## config.mk

```make
export PLATFORM = sky130hd
export DESIGN_NAME = vidctl_i2c_regs
export DESIGN_NICKNAME = d
export VERILOG_FILES = /design/src/rtl/vidctl_pkg.sv /design/src/rtl/vidctl_line_sync.sv /design/src/rtl/vidctl_i2c_fsm.sv /design/src/rtl/vidctl_reg_bank.sv /design/src/rtl/vidctl_decode.sv /design/src/rtl/vidctl_i2c_regs.sv
export SDC_FILE = /design/constraint.sdc
export NUM_CORES = 1
export LEC_CHECK = 0
export BUFFER_PORTS_ARGS = -buffer_cell sky130_fd_sc_hd__buf_2
export CORE_MARGIN = 2
export CORE_UTILIZATION = 55
export DETAILED_ROUTE_END_ITERATION = 12
export PLACE_DENSITY = 0.85
export SYNTH_ARGS = -nofsm -noshare
export SYNTH_HDL_FRONTEND = slang
export SYNTH_HIERARCHICAL = 1
export SYNTH_SLANG_ARGS = --single-unit
```

## constraint.sdc

```tcl
create_clock -name clk -period 3.7 [get_ports clk]
set_clock_uncertainty 0.1 [all_clocks]
set_input_delay 0.74 -clock clk [delete_from_list [all_inputs] [get_ports clk]]
set_output_delay 0.74 -clock clk [all_outputs]
set_load 0.05 [all_outputs]
```

## src/rtl/vidctl_pkg.sv

```systemverilog
package vidctl_pkg;
  localparam int NREG = 7;
  localparam int DW   = 8;
  localparam int AW   = 8;

  localparam int IX_VIDEO = 0;
  localparam int IX_LUMA  = 1;
  localparam int IX_SYS   = 2;
  localparam int IX_XCCH  = 3;
  localparam int IX_XCCL  = 4;
  localparam int IX_CCH   = 5;
  localparam int IX_CCL   = 6;

  typedef enum logic [2:0] {
    ST_IDLE, ST_DEV, ST_IDX, ST_WDATA, ST_ACK, ST_RDATA, ST_RACK, ST_RLOAD
  } ser_st_t;

  function automatic logic [6:0] dev_addr(input logic alt);
    return alt ? 7'h64 : 7'h65;
  endfunction

  function automatic logic in_range(input logic [AW-1:0] a);
    return a < AW'(NREG);
  endfunction

  function automatic logic [AW-1:0] next_index(input logic [AW-1:0] a);
    return a + AW'(1);
  endfunction
endpackage

```

## src/rtl/vidctl_line_sync.sv

```systemverilog
module vidctl_line_sync (
  input  logic clk,
  input  logic rst_n,
  input  logic scl_i,
  input  logic sda_i,
  output logic sda_s,
  output logic scl_rise,
  output logic scl_fall,
  output logic start_det,
  output logic stop_det
);
  logic [1:0] scl_m, sda_m;
  logic       scl_p, sda_p;
  logic       scl_s;

  always_ff @(posedge clk or negedge rst_n) begin
    if (!rst_n) begin
      scl_m <= 2'b11;
      sda_m <= 2'b11;
      scl_p <= 1'b1;
      sda_p <= 1'b1;
    end else begin
      scl_m <= {scl_m[0], scl_i};
      sda_m <= {sda_m[0], sda_i};
      scl_p <= scl_m[1];
      sda_p <= sda_m[1];
    end
  end

  assign scl_s     = scl_m[1];
  assign sda_s     = sda_m[1];
  assign scl_rise  = scl_s & ~scl_p;
  assign scl_fall  = ~scl_s & scl_p;
  assign start_det = scl_s & scl_p & sda_p & ~sda_s;
  assign stop_det  = scl_s & scl_p & ~sda_p & sda_s;
endmodule

```

## src/rtl/vidctl_i2c_fsm.sv

```systemverilog
module vidctl_i2c_fsm
  import vidctl_pkg::*;
#(
  parameter logic [6:0] DEV_ADDR = 7'h65
) (
  input  logic          clk,
  input  logic          rst_n,
  input  logic          sda_s,
  input  logic          scl_rise,
  input  logic          scl_fall,
  input  logic          start_det,
  input  logic          stop_det,
  input  logic [DW-1:0] rd_data,
  output logic [AW-1:0] rd_addr,
  output logic          wr_en,
  output logic [AW-1:0] wr_addr,
  output logic [DW-1:0] wr_data,
  output logic          sda_oe
);
  ser_st_t       st, nxt;
  logic [2:0]    cnt;
  logic [DW-1:0] rx, tx;
  logic [DW-1:0] rx_byte;
  logic [AW-1:0] ptr;
  logic          ack_on;
  logic          byte_done;

  assign rx_byte   = {rx[DW-2:0], sda_s};
  assign byte_done = scl_rise && (cnt == 3'd7);
  assign rd_addr   = ptr;

  always_ff @(posedge clk or negedge rst_n) begin
    if (!rst_n) begin
      st      <= ST_IDLE;
      nxt     <= ST_IDLE;
      cnt     <= '0;
      rx      <= '0;
      tx      <= '0;
      ptr     <= '0;
      ack_on  <= 1'b0;
      sda_oe  <= 1'b0;
      wr_en   <= 1'b0;
      wr_addr <= '0;
      wr_data <= '0;
    end else begin
      wr_en <= 1'b0;
      if (stop_det) begin
        st     <= ST_IDLE;
        sda_oe <= 1'b0;
      end else if (start_det) begin
        st     <= ST_DEV;
        cnt    <= '0;
        sda_oe <= 1'b0;
      end else begin
        case (st)
          ST_DEV, ST_IDX, ST_WDATA: begin
            if (scl_rise) begin
              rx  <= rx_byte;
              cnt <= cnt + 3'd1;
            end
            if (byte_done) begin
              ack_on <= 1'b0;
              if (st == ST_DEV) begin
                if (rx_byte[7:1] == DEV_ADDR) begin
                  st  <= ST_ACK;
                  nxt <= rx_byte[0] ? ST_RDATA : ST_IDX;
                end else begin
                  st <= ST_IDLE;
                end
              end else if (st == ST_IDX) begin
                ptr <= rx_byte;
                st  <= ST_ACK;
                nxt <= ST_WDATA;
              end else begin
                wr_en   <= 1'b1;
                wr_addr <= ptr;
                wr_data <= rx_byte;
                ptr     <= next_index(ptr);
                st      <= ST_ACK;
                nxt     <= ST_WDATA;
              end
            end
          end
          ST_ACK: begin
            if (scl_fall) begin
              if (!ack_on) begin
                sda_oe <= 1'b1;
                ack_on <= 1'b1;
              end else begin
                ack_on <= 1'b0;
                cnt    <= '0;
                st     <= nxt;
                if (nxt == ST_RDATA) begin
                  tx     <= rd_data;
                  sda_oe <= ~rd_data[DW-1];
                end else begin
                  sda_oe <= 1'b0;
                end
              end
            end
          end
          ST_RDATA: begin
            if (scl_fall) begin
              if (cnt == 3'd7) begin
                sda_oe <= 1'b0;
                st     <= ST_RACK;
              end else begin
                tx     <= {tx[DW-2:0], 1'b0};
                sda_oe <= ~tx[DW-2];
                cnt    <= cnt + 3'd1;
              end
            end
          end
          ST_RACK: begin
            if (scl_rise) begin
              if (sda_s) begin
                st <= ST_IDLE;
              end else begin
                ptr <= next_index(ptr);
                st  <= ST_RLOAD;
              end
            end
          end
          ST_RLOAD: begin
            if (scl_fall) begin
              tx     <= rd_data;
              sda_oe <= ~rd_data[DW-1];
              cnt    <= '0;
              st     <= ST_RDATA;
            end
          end
          default: st <= ST_IDLE;
        endcase
      end
    end
  end


  start_restart_chk: assert property (@(posedge clk) disable iff (!rst_n)
    start_det |=> (st == ST_DEV && cnt == 3'd0));

  stop_release_chk: assert property (@(posedge clk) disable iff (!rst_n)
    stop_det |=> (st == ST_IDLE && !sda_oe));

  idle_quiet_chk: assert property (@(posedge clk) disable iff (!rst_n)
    (st == ST_IDLE) |-> !sda_oe);

  drive_phase_chk: assert property (@(posedge clk) disable iff (!rst_n)
    $rose(sda_oe) |-> (st == ST_ACK || st == ST_RDATA));

  index_step_chk: assert property (@(posedge clk) disable iff (!rst_n)
    wr_en |-> (ptr == next_index(wr_addr)));
endmodule

```

## src/rtl/vidctl_reg_bank.sv

```systemverilog
module vidctl_reg_bank
  import vidctl_pkg::*;
#(
  parameter int N = NREG
) (
  input  logic            clk,
  input  logic            rst_n,
  input  logic            wr_en,
  input  logic [AW-1:0]   wr_addr,
  input  logic [DW-1:0]   wr_data,
  input  logic [AW-1:0]   rd_addr,
  output logic [DW-1:0]   rd_data,
  output logic [N*DW-1:0] reg_flat
);
  localparam int IW = $clog2(N);

  logic [DW-1:0] regs [N];

  for (genvar i = 0; i < N; i++) begin : g_reg
    always_ff @(posedge clk or negedge rst_n) begin
      if (!rst_n)                                regs[i] <= '0;
      else if (wr_en && wr_addr == AW'(i))       regs[i] <= wr_data;
    end
    assign reg_flat[i*DW +: DW] = regs[i];
  end

  assign rd_data = in_range(rd_addr) ? regs[rd_addr[IW-1:0]] : '0;


  hold_no_write_chk: assert property (@(posedge clk) disable iff (!rst_n)
    !wr_en |=> $stable(reg_flat));

  discard_high_chk: assert property (@(posedge clk) disable iff (!rst_n)
    (wr_en && !in_range(wr_addr)) |=> $stable(reg_flat));
endmodule

```

## src/rtl/vidctl_decode.sv

```systemverilog
module vidctl_decode
  import vidctl_pkg::*;
(
  input  logic [NREG*DW-1:0] reg_flat,
  output logic [1:0]  chroma_bw,
  output logic [1:0]  comp_mode,
  output logic        hs_on_luma,
  output logic        subc_free,
  output logic        alt_std,
  output logic        fmt_625,
  output logic        vbi_pass,
  output logic [1:0]  cc_field_en,
  output logic        luma_delay,
  output logic [1:0]  bright_sel,
  output logic [1:0]  contrast_sel,
  output logic        mono,
  output logic        pd_composite,
  output logic        pd_svideo,
  output logic [1:0]  gp_oe,
  output logic [1:0]  gp_out,
  output logic [1:0]  aclk_sel,
  output logic [15:0] ext_cc,
  output logic [15:0] cc_word
);
  logic [DW-1:0] r_vid, r_luma, r_sys;

  assign r_vid  = reg_flat[IX_VIDEO*DW +: DW];
  assign r_luma = reg_flat[IX_LUMA*DW  +: DW];
  assign r_sys  = reg_flat[IX_SYS*DW   +: DW];

  assign chroma_bw    = r_vid[7:6];
  assign comp_mode    = r_vid[5:4];
  assign hs_on_luma   = r_vid[3];
  assign subc_free    = r_vid[2];
  assign alt_std      = r_vid[1];
  assign fmt_625      = r_vid[0];

  assign vbi_pass     = r_luma[7];
  assign cc_field_en  = r_luma[6:5];
  assign luma_delay   = r_luma[4];
  assign bright_sel   = r_luma[3:2];
  assign contrast_sel = r_luma[1:0];

  assign mono         = r_sys[7];
  assign pd_composite = r_sys[6];
  assign pd_svideo    = r_sys[5];
  assign gp_oe        = {2{r_sys[4]}};
  assign gp_out       = r_sys[3:2];
  assign aclk_sel     = r_sys[1:0];

  assign ext_cc  = {reg_flat[IX_XCCH*DW +: DW], reg_flat[IX_XCCL*DW +: DW]};
  assign cc_word = {reg_flat[IX_CCH*DW  +: DW], reg_flat[IX_CCL*DW  +: DW]};
endmodule

```

## src/rtl/vidctl_i2c_regs.sv

```systemverilog
module vidctl_i2c_regs
  import vidctl_pkg::*;
#(
  parameter bit ALT_ADDR = 1'b0
) (
  input  logic        clk,
  input  logic        rst_n,
  input  logic        scl_i,
  input  logic        sda_i,
  output logic        sda_oe,
  output logic [1:0]  chroma_bw,
  output logic [1:0]  comp_mode,
  output logic        hs_on_luma,
  output logic        subc_free,
  output logic        alt_std,
  output logic        fmt_625,
  output logic        vbi_pass,
  output logic [1:0]  cc_field_en,
  output logic        luma_delay,
  output logic [1:0]  bright_sel,
  output logic [1:0]  contrast_sel,
  output logic        mono,
  output logic        pd_composite,
  output logic        pd_svideo,
  output logic [1:0]  gp_oe,
  output logic [1:0]  gp_out,
  output logic [1:0]  aclk_sel,
  output logic [15:0] ext_cc,
  output logic [15:0] cc_word
);
  localparam logic [6:0] DEV = dev_addr(ALT_ADDR);

  logic               sda_s, scl_rise, scl_fall, start_det, stop_det;
  logic               wr_en;
  logic [AW-1:0]      wr_addr, rd_addr;
  logic [DW-1:0]      wr_data, rd_data;
  logic [NREG*DW-1:0] reg_flat;

  vidctl_line_sync u_sync (
    .clk(clk), .rst_n(rst_n), .scl_i(scl_i), .sda_i(sda_i),
    .sda_s(sda_s), .scl_rise(scl_rise), .scl_fall(scl_fall),
    .start_det(start_det), .stop_det(stop_det)
  );

  vidctl_i2c_fsm #(.DEV_ADDR(DEV)) u_fsm (
    .clk(clk), .rst_n(rst_n), .sda_s(sda_s), .scl_rise(scl_rise),
    .scl_fall(scl_fall), .start_det(start_det), .stop_det(stop_det),
    .rd_data(rd_data), .rd_addr(rd_addr), .wr_en(wr_en),
    .wr_addr(wr_addr), .wr_data(wr_data), .sda_oe(sda_oe)
  );

  vidctl_reg_bank #(.N(NREG)) u_bank (
    .clk(clk), .rst_n(rst_n), .wr_en(wr_en), .wr_addr(wr_addr),
    .wr_data(wr_data), .rd_addr(rd_addr), .rd_data(rd_data),
    .reg_flat(reg_flat)
  );

  vidctl_decode u_dec (
    .reg_flat(reg_flat),
    .chroma_bw(chroma_bw), .comp_mode(comp_mode), .hs_on_luma(hs_on_luma),
    .subc_free(subc_free), .alt_std(alt_std), .fmt_625(fmt_625),
    .vbi_pass(vbi_pass), .cc_field_en(cc_field_en), .luma_delay(luma_delay),
    .bright_sel(bright_sel), .contrast_sel(contrast_sel), .mono(mono),
    .pd_composite(pd_composite), .pd_svideo(pd_svideo), .gp_oe(gp_oe),
    .gp_out(gp_out), .aclk_sel(aclk_sel), .ext_cc(ext_cc), .cc_word(cc_word)
  );
endmodule

```

==> summary.txt <==
Run status
  • Status: finished clean

Clock network
  • Root Driver: clkbuf_8
  • TritonCTS clock tree: built
  • Worst skew pair latency: 0.38 ns
  • Number of H-tree levels: 3
  • CTS sink cnt: 112
  • Setup Fix Bufs, Post-CTS: 0
  • Hold-fix buffers, CTS: 0
  • Clk slew on worst S/H paths: 0.10 ns
  • CTS Buf Count: 9
  • Post_cts resized: 0
  • Clk buf depth: 2

Yosys
  • Register area share after synthesis: 47.8%
  • Main synth FF type: dfrtp_1
  • Xor/xnor share of the synthesized area: 0%
  • Ranking of synthesized cells by area: dfrtp_1 (45%), mux2_2 (16%), buf_4 (7.5%)
  • Count leader, synth: dfrtp_1
  • Mux contribution to synthesized area: 23.7%
  • Yosys Warn Count: 6
  • Post-Synthesis Cell Area: 5880 um2
  • Top cell type's share of synthesized area: 45.1%
  • Synth cell count leaders: dfrtp_1 (106), mux2_2 (83), buf_4 (59)
  • Main combinational cell family by area after synthesis: multiplexers
  • Synth async-reset ratio: 100%
  • Post-Synth Adder-Cell Area: 0.639%
  • Post-synth EDFFs: 0
  • Mapped Nets: 490
  • Number of library cell types mapped by synthesis: 61
  • Syn_area_per_cell: 12.2 um2
  • Gate count of the mapped netlist: 483
  • Compound-Gate Fraction of Synth Area: 6.56%
  • Synth area leader: dfrtp_1
  • Seq cells post-synth: 112
  • Simple-gate share of the synthesized area: 11.4%

Timing
  • Slew Limit Headroom: 29.9%
  • Hold Slack: 0.263 ns
  • Setup TNS: 0 ns
  • Max-slew violations: 0
  • Min Tclk post-route: 2.65 ns
  • FMAX: 377 MHz
  • Final setup fails: 0
  • Unrepaired setup endpoints after global routing: no
  • Tcrit/Tclk final: 71.6%
  • Final hold vios: 0
  • Worst Tran Pin Value: 1.05 ns

Drt
  • Vias per cell: 6.07
  • Drt drc: 0
  • WL/cell: 19.4 um
  • Final WL: 12.1 mm
  • Final antenna-violating net count: 0
  • Via count: 3,777
  • Number of DRC markers in iteration 0: 283
  • First-pass DRT Iterations: 5

Place
  • I/O Buffers: 61
  • Hpwl dp: 8.40 mm
  • Dpl cells: 606
  • Placer Congestion: 0.910

Power
  • Worst vdd ir: 186 uV
  • Final total power: 0.00273 W
  • Leakage: 2.99 nW
  • PwrDens: 452 nW/um2

Die
  • Die area: 11,500 um2
  • Site row count: 37
  • Core area: 10,400 um2
  • Ports: 62
  • Chip height: 107 um
  • Chip Width: 107 um
  • Initial Utilization: 56.7%

Critical path
  • Worst Path Required: 3.91 ns
  • Critical setup path kind: reg2reg
  • Crit path max fanout: 23
  • CP endpoint kind: flop
  • Crit start category: flop
  • Critical Path AT: 2.86 ns

Flow run
  • MaxCap Viol Count: 0

Finish
  • Final nets: 488
  • Post-Route Utilization: 58.3%
  • Finished Layout Cells: 622
  • Ant. Diodes: 0
  • Area growth, synth to finish: 2.87%
  • Filler cells: 803
  • Layout cell share with drive strength beyond 1: 41.6%

Min path
  • Min-delay worst type: reg2reg

Global routing
  • Vias in the first global route: 3,776
  • Pin count of the biggest net entering global routing: 76
  • Global-route wire length before repair: 19.3 mm
  • GRT Overall Usage: 21.8%
  • Initial antenna violation count: 0
  • Total gr overflow: 0
[per-stage QoR]
step | cell area, um2 | setup WS [ns]
floorplan | 5880 | 1.39
CTS | 6040 | 1.06
global placement | 5840 | 1.12
detailed placement | 5840 | 1.07
finish | 6040 | 1.05
global route | 6040 | 0.859
[cell families after synthesis]
kind of cell    Yosys count
mux                     115
flops                   112
simple gates            108
buf+inv                  89
compound gates           56
fa+ha+maj                 3
[layout by cell type, fill, tap and decap left out, drive strengths merged, types with 2 or more instances in the layout]
cell / synthesis / final
nor2: 26 / 26
clkbuf: 10 / 9
ha: 3 / 3
dfrtp: 106 / 106
buf: 68 / 65
nand3b: 8 / 8
nand2b: 3 / 3
and4: 2 / 2
mux2: 93 / 93
nor2b: 5 / 5
and4b: 3 / 3
nor4b: 2 / 2
nor3: 13 / 13
a21oi: 14 / 14
nand4: 2 / 2
inv: 11 / 13
nand2: 15 / 15
mux4: 7 / 7
o211a: 7 / 7
o22a: 2 / 2
o311a: 2 / 2
dfstp: 6 / 6
a31oi: 3 / 3
a311o: 2 / 2
nand3: 8 / 8
or2b: 2 / 2
or4: 3 / 3
clkinv: 0 / 3
mux2i: 15 / 15
o21ai: 15 / 15
nor3b: 4 / 4
nor4: 3 / 3
or2: 2 / 2
o22ai: 4 / 4
[final timing paths]
| check | start | to | slack, ns | cells past startpoint |
|---|---|---|---|---|
| min | u_sync/sda_m[0] | u_sync/sda_m[1] | 0.26 | 0 |
| min in group asynchronous | rst_n | u_bank/reg_flat[11] | 0.38 | 1 |
| max | u_fsm/rd_addr[0] | u_fsm/sda_oe | 1.05 | 7 |
| min reg2reg | u_sync/sda_m[0] | u_sync/sda_m[1] | 0.26 | 0 |
| max in group asynchronous | rst_n | u_bank/reg_flat[18] | 2.30 | 2 |
| max reg2reg | u_fsm/rd_addr[0] | u_fsm/sda_oe | 1.05 | 7 |
[registers in the layout, indices dropped and copies added (netlist names), 2 cells and up]
name	count
u_fsm/cnt	3
u_fsm/wr_addr	8
u_sync/sda_m	2
u_fsm/wr_data	8
u_sync/scl_m	2
u_fsm/tx	7
u_fsm/rx	7
u_fsm/rd_addr	8
u_fsm/st	3
u_bank/reg_flat	56
u_fsm/nxt	3
[final cells by class]
type | instances | area, um2 | area share (%)
inverters | 11 | 41.3 | 0.683
clock buffers | 9 | 124 | 2.05
well taps | 136 | 170 | 2.82
multi-input cells | 282 | 2480 | 41.1
flip-flops and latches | 112 | 2810 | 46.5
repair buffers | 65 | 338 | 5.59
clock inverters | 7 | 77.6 | 1.28
[where the power goes]
group          leakage, nW  internal, W  switching [W]
Sequential            1.52      0.00131       0.000183
Clock                0.100     0.000319       0.000420
Combinational         1.37     0.000248       0.000258
Total                 2.99      0.00187       0.000861
[worst max-delay path, stage by stage, from the launching register on]
cell	delay (ns)
dfrtp_1	1.02
mux4_2	0.60
nor2_1	0.10
nor3_1	0.09
o311a_1	0.35
a31oi_1	0.14
mux2i_1	0.10
nor2_1	0.09
[routing by layer]
metal | share of wire [%] | routed length [um] | GRT usage (%) | up-vias
met3 | 5.9 | 716 | 4.00 | 30
met1 | 42 | 5070 | 28.8 | 1935
met5 | 0 | 0 | 0 | -
li1 | - | - | - | 1686
met4 | 2.7 | 331 | 10.1 | 0
met2 | 49 | 5940 | 35.1 | 126
Power figures use the tool's default switching activity.
